### src/rtl/ctmr_pkg.sv
package ctmr_pkg;

    localparam int RATE_W   = 2;
    localparam int NUM_TAPS = 1 << RATE_W;
    localparam int REG_W    = 8;

    // control/status register bit positions
    localparam int RB_OVF_FLG = 0;
    localparam int RB_PER_FLG = 1;
    localparam int RB_OVF_EN  = 2;
    localparam int RB_PER_EN  = 3;
    localparam int RB_OVF_CLR = 4;
    localparam int RB_PER_CLR = 5;
    localparam int RB_RATE_LO = 6;

    typedef logic [RATE_W-1:0] rate_t;

    typedef enum logic [1:0] {
        WD_COUNT = 2'd0,
        WD_LAST  = 2'd1,
        WD_BITE  = 2'd2
    } wd_state_e;

endpackage

### src/rtl/ctmr_chain.sv
module ctmr_chain
    import ctmr_pkg::*;
#(
    parameter int TAP_BASE = 11,
    parameter int OVF_W    = 8,
    parameter int CW       = TAP_BASE + NUM_TAPS - 1
) (
    input  logic          clk_i,
    input  logic          rst_ni,
    input  rate_t         rate_i,
    input  logic          svc_i,
    input  logic          restart_i,
    output logic          ovf_evt_o,
    output logic          tick_evt_o,
    output logic [CW-1:0] count_o
);

    logic [CW-1:0]       cnt_q;
    logic [CW-1:0]       cnt_d;
    logic [NUM_TAPS-1:0] tick_c;
    logic [CW-1:0]       keep_mask [NUM_TAPS];

    // One candidate tick per rate code; tap bit index TB rises every 2^(TB+1) cycles
    for (genvar i = 0; i < NUM_TAPS; i++) begin : g_tap
        localparam int TB = TAP_BASE - 1 + i;
        assign tick_c[i]    = (&cnt_q[TB-1:0]) & ~cnt_q[TB];
        assign keep_mask[i] = CW'((64'd1 << (TB + 1)) - 64'd1);
    end

    assign tick_evt_o = tick_c[rate_i];
    assign ovf_evt_o  = &cnt_q[OVF_W-1:0];
    assign count_o    = cnt_q;

    always_comb begin
        if (restart_i) begin
            cnt_d = '0;
        end else if (svc_i) begin
            cnt_d = (cnt_q + 1'b1) & keep_mask[rate_i];
        end else begin
            cnt_d = cnt_q + 1'b1;
        end
    end

    always_ff @(posedge clk_i) begin
        if (!rst_ni) begin
            cnt_q <= '0;
        end else begin
            cnt_q <= cnt_d;
        end
    end

    // service leaves the bits below the fastest tap counting on
    p_svc_keeps_low_r9: assert property (@(posedge clk_i) disable iff (!rst_ni)
        (svc_i && !restart_i) |=>
            cnt_q[TAP_BASE-2:0] == (TAP_BASE-1)'($past(cnt_q[TAP_BASE-2:0]) + 1'b1));

endmodule

### src/rtl/ctmr_regs.sv
module ctmr_regs
    import ctmr_pkg::*;
(
    input  logic             clk_i,
    input  logic             rst_ni,
    input  logic             we_i,
    input  logic [REG_W-1:0] wdata_i,
    input  logic             ovf_evt_i,
    input  logic             tick_evt_i,
    output logic [REG_W-1:0] rdata_o,
    output rate_t            rate_o,
    output logic             irq_o
);

    logic  ovf_en_q, per_en_q;
    logic  ovf_flg_q, per_flg_q;
    rate_t rate_q;
    logic  ovf_clr, per_clr;
    logic  unused_ro_bits;

    assign unused_ro_bits = ^wdata_i[RB_PER_FLG:RB_OVF_FLG];
    assign ovf_clr = we_i & wdata_i[RB_OVF_CLR];
    assign per_clr = we_i & wdata_i[RB_PER_CLR];

    always_ff @(posedge clk_i) begin
        if (!rst_ni) begin
            ovf_en_q  <= 1'b0;
            per_en_q  <= 1'b0;
            rate_q    <= '1;
            ovf_flg_q <= 1'b0;
            per_flg_q <= 1'b0;
        end else begin
            if (we_i) begin
                ovf_en_q <= wdata_i[RB_OVF_EN];
                per_en_q <= wdata_i[RB_PER_EN];
                rate_q   <= wdata_i[RB_RATE_LO +: RATE_W];
            end
            // set has priority over a clearing write
            ovf_flg_q <= ovf_evt_i  | (ovf_flg_q & ~ovf_clr);
            per_flg_q <= tick_evt_i | (per_flg_q & ~per_clr);
        end
    end

    always_comb begin
        rdata_o                          = '0;
        rdata_o[RB_OVF_FLG]              = ovf_flg_q;
        rdata_o[RB_PER_FLG]              = per_flg_q;
        rdata_o[RB_OVF_EN]               = ovf_en_q;
        rdata_o[RB_PER_EN]               = per_en_q;
        rdata_o[RB_RATE_LO +: RATE_W]    = rate_q;
    end

    assign rate_o = rate_q;
    assign irq_o  = (ovf_flg_q & ovf_en_q) | (per_flg_q & per_en_q);

    // a set event always leaves the flag high
    p_ovf_set_wins_r5: assert property (@(posedge clk_i) disable iff (!rst_ni)
        ovf_evt_i |=> ovf_flg_q);
    p_per_set_wins_r5: assert property (@(posedge clk_i) disable iff (!rst_ni)
        tick_evt_i |=> per_flg_q);
    // clear with no competing set drops the flag
    p_per_clear_r4: assert property (@(posedge clk_i) disable iff (!rst_ni)
        (per_clr && !tick_evt_i) |=> !per_flg_q);
    // a write with the clear bit low keeps a set flag
    p_ovf_hold_r4: assert property (@(posedge clk_i) disable iff (!rst_ni)
        (we_i && !wdata_i[RB_OVF_CLR] && ovf_flg_q) |=> ovf_flg_q);

endmodule

### src/rtl/ctmr_wdog.sv
module ctmr_wdog
    import ctmr_pkg::*;
#(
    parameter int WD_W = 3
) (
    input  logic clk_i,
    input  logic rst_ni,
    input  logic tick_i,
    input  logic kick_i,
    output logic bite_o,
    output logic wdog_rst_o
);

    localparam logic [WD_W-1:0] CNT_MAX = '1;

    wd_state_e       state_q, state_d;
    logic [WD_W-1:0] cnt_q, cnt_d;

    // next-state and event logic
    always_comb begin
        state_d = state_q;
        cnt_d   = cnt_q;
        bite_o  = 1'b0;
        unique case (state_q)
            WD_COUNT: begin
                if (kick_i) begin
                    cnt_d = '0;
                end else if (tick_i) begin
                    cnt_d = cnt_q + 1'b1;
                    if (cnt_q == CNT_MAX - 1'b1) begin
                        state_d = WD_LAST;
                    end
                end
            end
            WD_LAST: begin
                if (kick_i) begin
                    cnt_d   = '0;
                    state_d = WD_COUNT;
                end else if (tick_i) begin
                    cnt_d   = '0;
                    state_d = WD_BITE;
                    bite_o  = 1'b1;
                end
            end
            WD_BITE: begin
                state_d = WD_COUNT;
                if (kick_i) begin
                    cnt_d = '0;
                end
            end
            default: begin
                state_d = WD_COUNT;
                cnt_d   = '0;
            end
        endcase
    end

    // state register
    always_ff @(posedge clk_i) begin
        if (!rst_ni) begin
            state_q <= WD_COUNT;
            cnt_q   <= '0;
        end else begin
            state_q <= state_d;
            cnt_q   <= cnt_d;
        end
    end

    // outputs
    always_comb begin
        wdog_rst_o = (state_q == WD_BITE);
    end

    // reset pulse lasts a single cycle
    p_bite_one_cycle_r7: assert property (@(posedge clk_i) disable iff (!rst_ni)
        wdog_rst_o |=> !wdog_rst_o);
    // each unserviced tick advances the count by one
    p_tick_advance_r7: assert property (@(posedge clk_i) disable iff (!rst_ni)
        (tick_i && !kick_i && state_q == WD_COUNT) |=> cnt_q == $past(cnt_q) + 1'b1);
    // service restarts the count and blocks a pulse
    p_kick_clears_r9: assert property (@(posedge clk_i) disable iff (!rst_ni)
        kick_i |=> (cnt_q == '0) && !wdog_rst_o);

endmodule

### src/rtl/ctmr_core.sv
module ctmr_core
    import ctmr_pkg::*;
#(
    parameter int TAP_BASE = 11,
    parameter int OVF_W    = 8,
    parameter int WD_W     = 3
) (
    input  logic       clk_i,
    input  logic       rst_ni,
    input  logic       ctl_we,
    input  logic [7:0] ctl_wdata,
    output logic [7:0] ctl_rdata,
    input  logic       wdog_kick_i,
    output logic       irq_o,
    output logic       wdog_rst_o
);

    localparam int CW = TAP_BASE + NUM_TAPS - 1;

    rate_t         rate;
    logic          ovf_evt, tick_evt, bite;
    logic [CW-1:0] chain_cnt;

    ctmr_chain #(
        .TAP_BASE (TAP_BASE),
        .OVF_W    (OVF_W),
        .CW       (CW)
    ) chain_i (
        .clk_i      (clk_i),
        .rst_ni     (rst_ni),
        .rate_i     (rate),
        .svc_i      (wdog_kick_i),
        .restart_i  (bite),
        .ovf_evt_o  (ovf_evt),
        .tick_evt_o (tick_evt),
        .count_o    (chain_cnt)
    );

    ctmr_regs regs_i (
        .clk_i      (clk_i),
        .rst_ni     (rst_ni),
        .we_i       (ctl_we),
        .wdata_i    (ctl_wdata),
        .ovf_evt_i  (ovf_evt),
        .tick_evt_i (tick_evt),
        .rdata_o    (ctl_rdata),
        .rate_o     (rate),
        .irq_o      (irq_o)
    );

    ctmr_wdog #(
        .WD_W (WD_W)
    ) wdog_i (
        .clk_i      (clk_i),
        .rst_ni     (rst_ni),
        .tick_i     (tick_evt),
        .kick_i     (wdog_kick_i),
        .bite_o     (bite),
        .wdog_rst_o (wdog_rst_o)
    );

    // the pulse cycle sees the chain restarted from zero
    p_bite_restart_r8: assert property (@(posedge clk_i) disable iff (!rst_ni)
        wdog_rst_o |-> chain_cnt == '0);

endmodule

### config.mk
export PLATFORM = sky130hd
export DESIGN_NAME = ctmr_core
export DESIGN_NICKNAME = d
export VERILOG_FILES = /design/src/rtl/ctmr_pkg.sv /design/src/rtl/ctmr_chain.sv /design/src/rtl/ctmr_regs.sv /design/src/rtl/ctmr_wdog.sv /design/src/rtl/ctmr_core.sv
export SDC_FILE = /design/constraint.sdc
export NUM_CORES = 1
export LEC_CHECK = 0
export CAP_MARGIN = 20
export CORE_MARGIN = 4
export CORE_UTILIZATION = 50
export CTS_BUF_LIST = sky130_fd_sc_hd__clkbuf_8
export CTS_CLUSTER_DIAMETER = 40
export CTS_CLUSTER_SIZE = 25
export DETAILED_ROUTE_END_ITERATION = 10
export PLACE_DENSITY = 0.79
export SYNTH_ARGS = -nofsm -noshare
export SYNTH_HDL_FRONTEND = slang
export SYNTH_HIERARCHICAL = 1
export SYNTH_SLANG_ARGS = --single-unit
### constraint.sdc
create_clock -name clk_i -period 4.6 [get_ports clk_i]
set_input_delay 0.92 -clock clk_i [delete_from_list [all_inputs] [get_ports clk_i]]
set_output_delay 0.92 -clock clk_i [all_outputs]
set_load 0.01 [all_outputs]
**Yosys cells after proc, flatten, opt, wreduce, memory -nomap -nowiden**

Cells that the tools add are included.

- Output and inout bits: 10
- Register bits after elaboration: 25
- Logic and storage cells: 73

- Equality and inequality tests: 9
- Reduce and logical (&&, ||, !) cells: 9
- Magnitude comparators: 2
- Multiplexer cells: 21
- Bitwise gates (word level): 22
- $add $sub $neg: 2

Operators by type and width:

| cell | number |
|---|---|
| 14-bit 2-to-1 mux | 3 |
| 14-bit binary-select mux with 2-bit select | 1 |
| 3-bit 2-to-1 mux | 5 |
| 14-bit by 1-bit adder with 14-bit output (second input constant) | 1 |
| 14-bit bitwise AND | 1 |
| 13-bit AND reduction | 1 |
| 12-bit AND reduction | 1 |
| 11-bit AND reduction | 1 |
| 1-bit bitwise AND | 10 |
| 2-bit 2-to-1 mux | 5 |
| 10-bit AND reduction | 1 |
| 3-bit one-hot mux with 3 select lines | 1 |
| 8-bit AND reduction | 1 |
| 1-bit inverter | 7 |
| 2-bit != test (second input constant) | 3 |
| 3-bit != test (second input constant) | 2 |
| 1-bit 2-to-1 mux | 4 |
| 2-bit one-hot mux with 2 select lines | 1 |
| 4-bit AND reduction | 1 |
| 3-bit by 1-bit adder with 3-bit output (second input constant) | 1 |
| 3-bit == test (second input constant) | 1 |
| 3-bit >= comparator (second input constant) | 1 |
| 2-bit by 3-bit < comparator with 1-bit output (second input constant) | 1 |
| 2-bit inverter with 3-bit output | 1 |
| 8 further kinds | 10 |

**Depth between registers and ports, before layout**

- Word-level depth: 8
- Depth in mapped cells: 9
- Gate-level depth less buffers: 8

**By module**

The synthesis kept the hierarchy.

By module, submodules not included:

| module | sequential area each (µm²) | area each (µm²) | times used | cells an instance |
|---|---|---|---|---|
| ctmr_chain | 280.3 | 720.7 | 1 | 80 |
| ctmr_regs | 120.1 | 294.0 | 1 | 31 |
| ctmr_wdog | 100.1 | 274.0 | 1 | 30 |

**Least setup slack after synthesis**

No wires, ideal clock.

- Kind: register to register
- Start point: reg chain_i.cnt_q[0], in the netlist chain_i/count_o[0]
- End point: reg chain_i.cnt_q[12], in the netlist chain_i/count_o[12]
- Cell stages (with the launch flop): 10
- Setup time: 0.121 ns
- Path buffers: 1
- Slack: 1.885 ns
- Clock period less this slack: 2.715 ns
- Arrival: 2.595 ns
- Cells stage by stage: dfxtp_1 -> ha_1 -> nand4_1 -> or3_1 -> a21oi_1 -> and4bb_2 -> nand2b_1 -> buf_1 -> nor3_1 -> mux2_2

- Cells in the longest elaborated chain, start to end: 8
- Elaborated cells between the ends (all ways): 17

Ends and longest elaborated chain:

| what | line | source |
|---|---|---|
| from (decl) | ctmr_chain.sv:18 | `logic [CW-1:0] cnt_q;` |
| from (signal assigned) | ctmr_chain.sv:48 | `cnt_q <= cnt_d;` |
| 13-bit AND reduction, or another cell as far along | ctmr_chain.sv:26 | `assign tick_c[i] = (&cnt_q[TB-1:0]) & ~cnt_q[TB];` |
| 1-bit bitwise AND | ctmr_chain.sv:26 |  |
| 1-bit binary-select mux with 2-bit select (*) | ctmr_chain.sv:30 | `assign tick_evt_o = tick_c[rate_i];` |
| 1-bit 2-to-1 mux (not written as such) (*) | ctmr_chain.sv:30 |  |
| net tick_evt | ctmr_core.sv:21 | `logic ovf_evt, tick_evt, bite;` |
| 1-bit 2-to-1 mux (*) | ctmr_wdog.sv:39 | `end else if (tick_i) begin` |
| 1-bit 2-to-1 mux (*) | ctmr_wdog.sv:36 | `if (kick_i) begin` |
| 1-bit 2-to-1 mux (*) | ctmr_wdog.sv:24 | `unique case (state_q)` |
| net bite | ctmr_core.sv:21 |  |
| 2-bit OR reduction (no source line) (*) | n/a |  |

The timed path passes the listed nets; every way through them passes the cells marked *. The select of a mux whose other input is x is not followed.
A chain may end at the register's enable or synchronous reset.

**Worst setup path after layout**

Same ends and word-level chain as after synthesis.

==> out/results.ini <==
[routing]
drt.antenna.violating_nets=0
avgViaCountPerCell=5.552
postRouteWirelength_um=2429
vias_after_detailed_routing=1016
routed_len_inst_um=13.27
drt_iter0_markers=37
drtPass1Iterations=4
drc=0

[clock_tree]
clockBufferDepth=2
cts_tree=built
root_buffer=sky130_fd_sc_hd__clkbuf_8
clk_pin_slew_worst_paths_ns=0.09
cts.htree.levels=1
post_cts_resized=0
clock-sinks=25
cts_post_setup_buffers_inserted=0
numCtsBuffers=3
clock_latency_ns=0.27
cts_hold_buf=0

[final_layout]
layout.core_utilization=0.5934
layout-area-overhead-vs-synth_pct=14.08
final_layout_size_suffix_gt1_frac=0.07190
antennaDiodeCount=0
finalNonFillerCells=183
net_count_of_the_finished_layout=169

[die]
floorplan.die.height_um=58.77
core.rowCount=18
pin_count=22
core-area_um2=2477
area_of_the_die_um2=3454
die_width_um=58.77
initial_utilization=0.5202

[placed_design]
place_congestion=0.7446
dpl_worst_slack_ns=1.500
dp.final_hpwl_um=1779
placement.io_buffers=17
post-place-cells=179

[yosys]
yosys.area.top_type_share=0.3883
synth_enable_flop_cells=0
yosys.area.top_type=sky130_fd_sc_hd__dfxtp_1
syn_avg_cell_area_um2=9.140
postSynthRegisterBits=25
synth.most_common_cell=sky130_fd_sc_hd__dfxtp_1
ys_top_cells_by_area=sky130_fd_sc_hd__dfxtp_1 (39%), sky130_fd_sc_hd__mux2i_1 (4.7%), sky130_fd_sc_hd__buf_4 (4.7%)
asyncSetResetFlopFracSynth=0
yosys_warnings=6
postSynthCellCount=141
synth.yosys.seq_area_share=0.3883
yosys_most_used_dff=sky130_fd_sc_hd__dfxtp_1
post_synth_instance_area_um2=1289
most_frequent_cells_after_synthesis=sky130_fd_sc_hd__dfxtp_1 (25), sky130_fd_sc_hd__nand2_1 (10), sky130_fd_sc_hd__buf_4 (8)
netlist-cell-type-count=42

[timing]
fin_crit_ns=3.111
tightest_slew_ns=0.6293
final.period_utilization=0.6763
drv_slew=0
hold_viol_final=0
slew_headroom=0.5805
fin_tns_setup_ns=0
rsz_0062_raised_after_global_routing=no
top_achievable_clock_speed_ghz=0.3215
layout_setup_ws_ns=1.489
timing.final.setup_violations=0
timing.clock.skew_ns=0.003815

[pwr]
cellPowerDensity_nw_per_um2=260.7
leakagePower_nw=0.5173
ir_worst_vdd_mv=0.2012

[job]
cap_violations=0

[worst_setup_path]
critPathKind=reg2reg
crit_path_top_delay_cell=sky130_fd_sc_hd__a21oi_1
worst_path_arrival_ns=3.27
worst_setup_path_end_kind=flop
critical_path.cell_chain=ha_1 -> nand4_1 -> or3_1 -> a21oi_1 -> and4bb_2 -> nand2b_1 -> nor3b_1 -> mux2_2
setup.worst_path.start_class=flop
path_max_fanout=13
required_ns=4.76
critPathMaxStageDelay_ns=0.52

[worst_hold_path]
worst_hold_path_type=reg2reg

[global_routing]
antenna_found_initial=0
global_route.overflow_total=0
via_count_of_the_first_global_routing_pass=948
grt_start_max_net_pins=14
grt_first_pass_wirelength_um=3988
track_usage=0.1466

[run_status]
status=finished clean

[area by class of cell]
type | instances | area (um2)
clock inverter | 1 | 3.754
multi-input combinational | 100 | 690.7
fill | 220 | 1007
clock buffer | 3 | 41.29
inverter | 7 | 26.28
timing repair buffer | 17 | 170.2
tap | 30 | 37.54
sequential | 25 | 500.5
[report_power, final]
group	internal (mW)	switching, mW
Combinational	0.0168	0.0133
Sequential	0.221	0.00532
Clock	0.0597	0.0677
[logic make-up after synthesis]
family,count (synthesis),share of synthesized area
multiplexers,8,0.06408
other,1,0.002910
adder cells (fa/ha/maj),3,0.02913
AO/OA/AOI/OAI,24,0.1184
flip-flops,25,0.3883
XOR/XNOR,3,0.02039
buffers and inverters,17,0.07864
AND/OR/NAND/NOR,60,0.2981
[stage by stage]
step / hold slack, ns / instance area, um2 / power [mW]
2_1_floorplan: 0.4492 / 1292 / 0.2498
3_3_place_gp: 0.4631 / 1425 / 0.2599
3_5_place_dp: 0.4894 / 1425 / 0.2609
4_1_cts: 0.5028 / 1470 / 0.3870
5_1_grt: 0.5338 / 1470 / 0.4000
6_report: 0.4977 / 1470 / 0.3833
[final timing paths]
check,startpoint,cells after the start,slack [ns],end
max,chain_i/count_o[0]$_SDFF_PP0_,8,1.49,chain_i/count_o[12]$_SDFF_PP0_
min,chain_i/count_o[9]$_SDFF_PP0_,2,0.50,chain_i/count_o[9]$_SDFF_PP0_
max reg2reg,chain_i/count_o[0]$_SDFF_PP0_,8,1.49,chain_i/count_o[12]$_SDFF_PP0_
min reg2reg,chain_i/count_o[9]$_SDFF_PP0_,2,0.50,chain_i/count_o[9]$_SDFF_PP0_
[worst max-delay path: cells and delay by family, from the launching register on]
| family | cells | cell delay (ns) |
|---|---|---|
| adder cells (fa/ha/maj) | 1 | 0.24 |
| multiplexers | 1 | 0.28 |
| AO/OA/AOI/OAI | 1 | 0.52 |
| flip-flops | 1 | 0.41 |
| AND/OR/NAND/NOR | 5 | 1.56 |
[cells in the final DEF, fill, tap and decap left out, types with 2 or more instances in the layout]
cell                               n
sky130_fd_sc_hd__or3_1             3
sky130_fd_sc_hd__nand2b_1          6
sky130_fd_sc_hd__nand2_1          10
sky130_fd_sc_hd__o31ai_1           2
sky130_fd_sc_hd__ha_1              3
sky130_fd_sc_hd__nor2_1            6
sky130_fd_sc_hd__inv_1             8
sky130_fd_sc_hd__nand4_1           2
sky130_fd_sc_hd__mux2_2            2
sky130_fd_sc_hd__xor2_1            2
sky130_fd_sc_hd__nor3b_1           4
sky130_fd_sc_hd__conb_1            2
sky130_fd_sc_hd__nor2b_1           6
sky130_fd_sc_hd__a21oi_1           6
sky130_fd_sc_hd__clkbuf_8          3
sky130_fd_sc_hd__or4_1             2
sky130_fd_sc_hd__and2_1            2
sky130_fd_sc_hd__nor4_1            2
sky130_fd_sc_hd__nand3_1           2
sky130_fd_sc_hd__nor3_1            5
sky130_fd_sc_hd__mux2i_1           6
sky130_fd_sc_hd__dfxtp_1          25
sky130_fd_sc_hd__a31oi_1           4
sky130_fd_sc_hd__o21ai_0           7
sky130_fd_sc_hd__clkdlybuf4s50_1  17
[state kept, by name, summed over array words and instances (netlist names)]
signal            cells
chain_i/count_o      14
regs_i/ovf_en_q       1
regs_i/ovf_flg_q      1
regs_i/per_en_q       1
regs_i/per_flg_q      1
regs_i/rate_o         2
wdog_i/cnt_q          3
wdog_i/state_q        2
[metal layers]
metal  global-route usage  wire length [um]  vias up
met5                    0                 0        -
met1               0.1738              1081      472
met2               0.2603              1168       20
met3              0.03070               143        5
met4              0.04854                36        0
li1                     -                 -      519
Power figures use the tool's default switching activity.
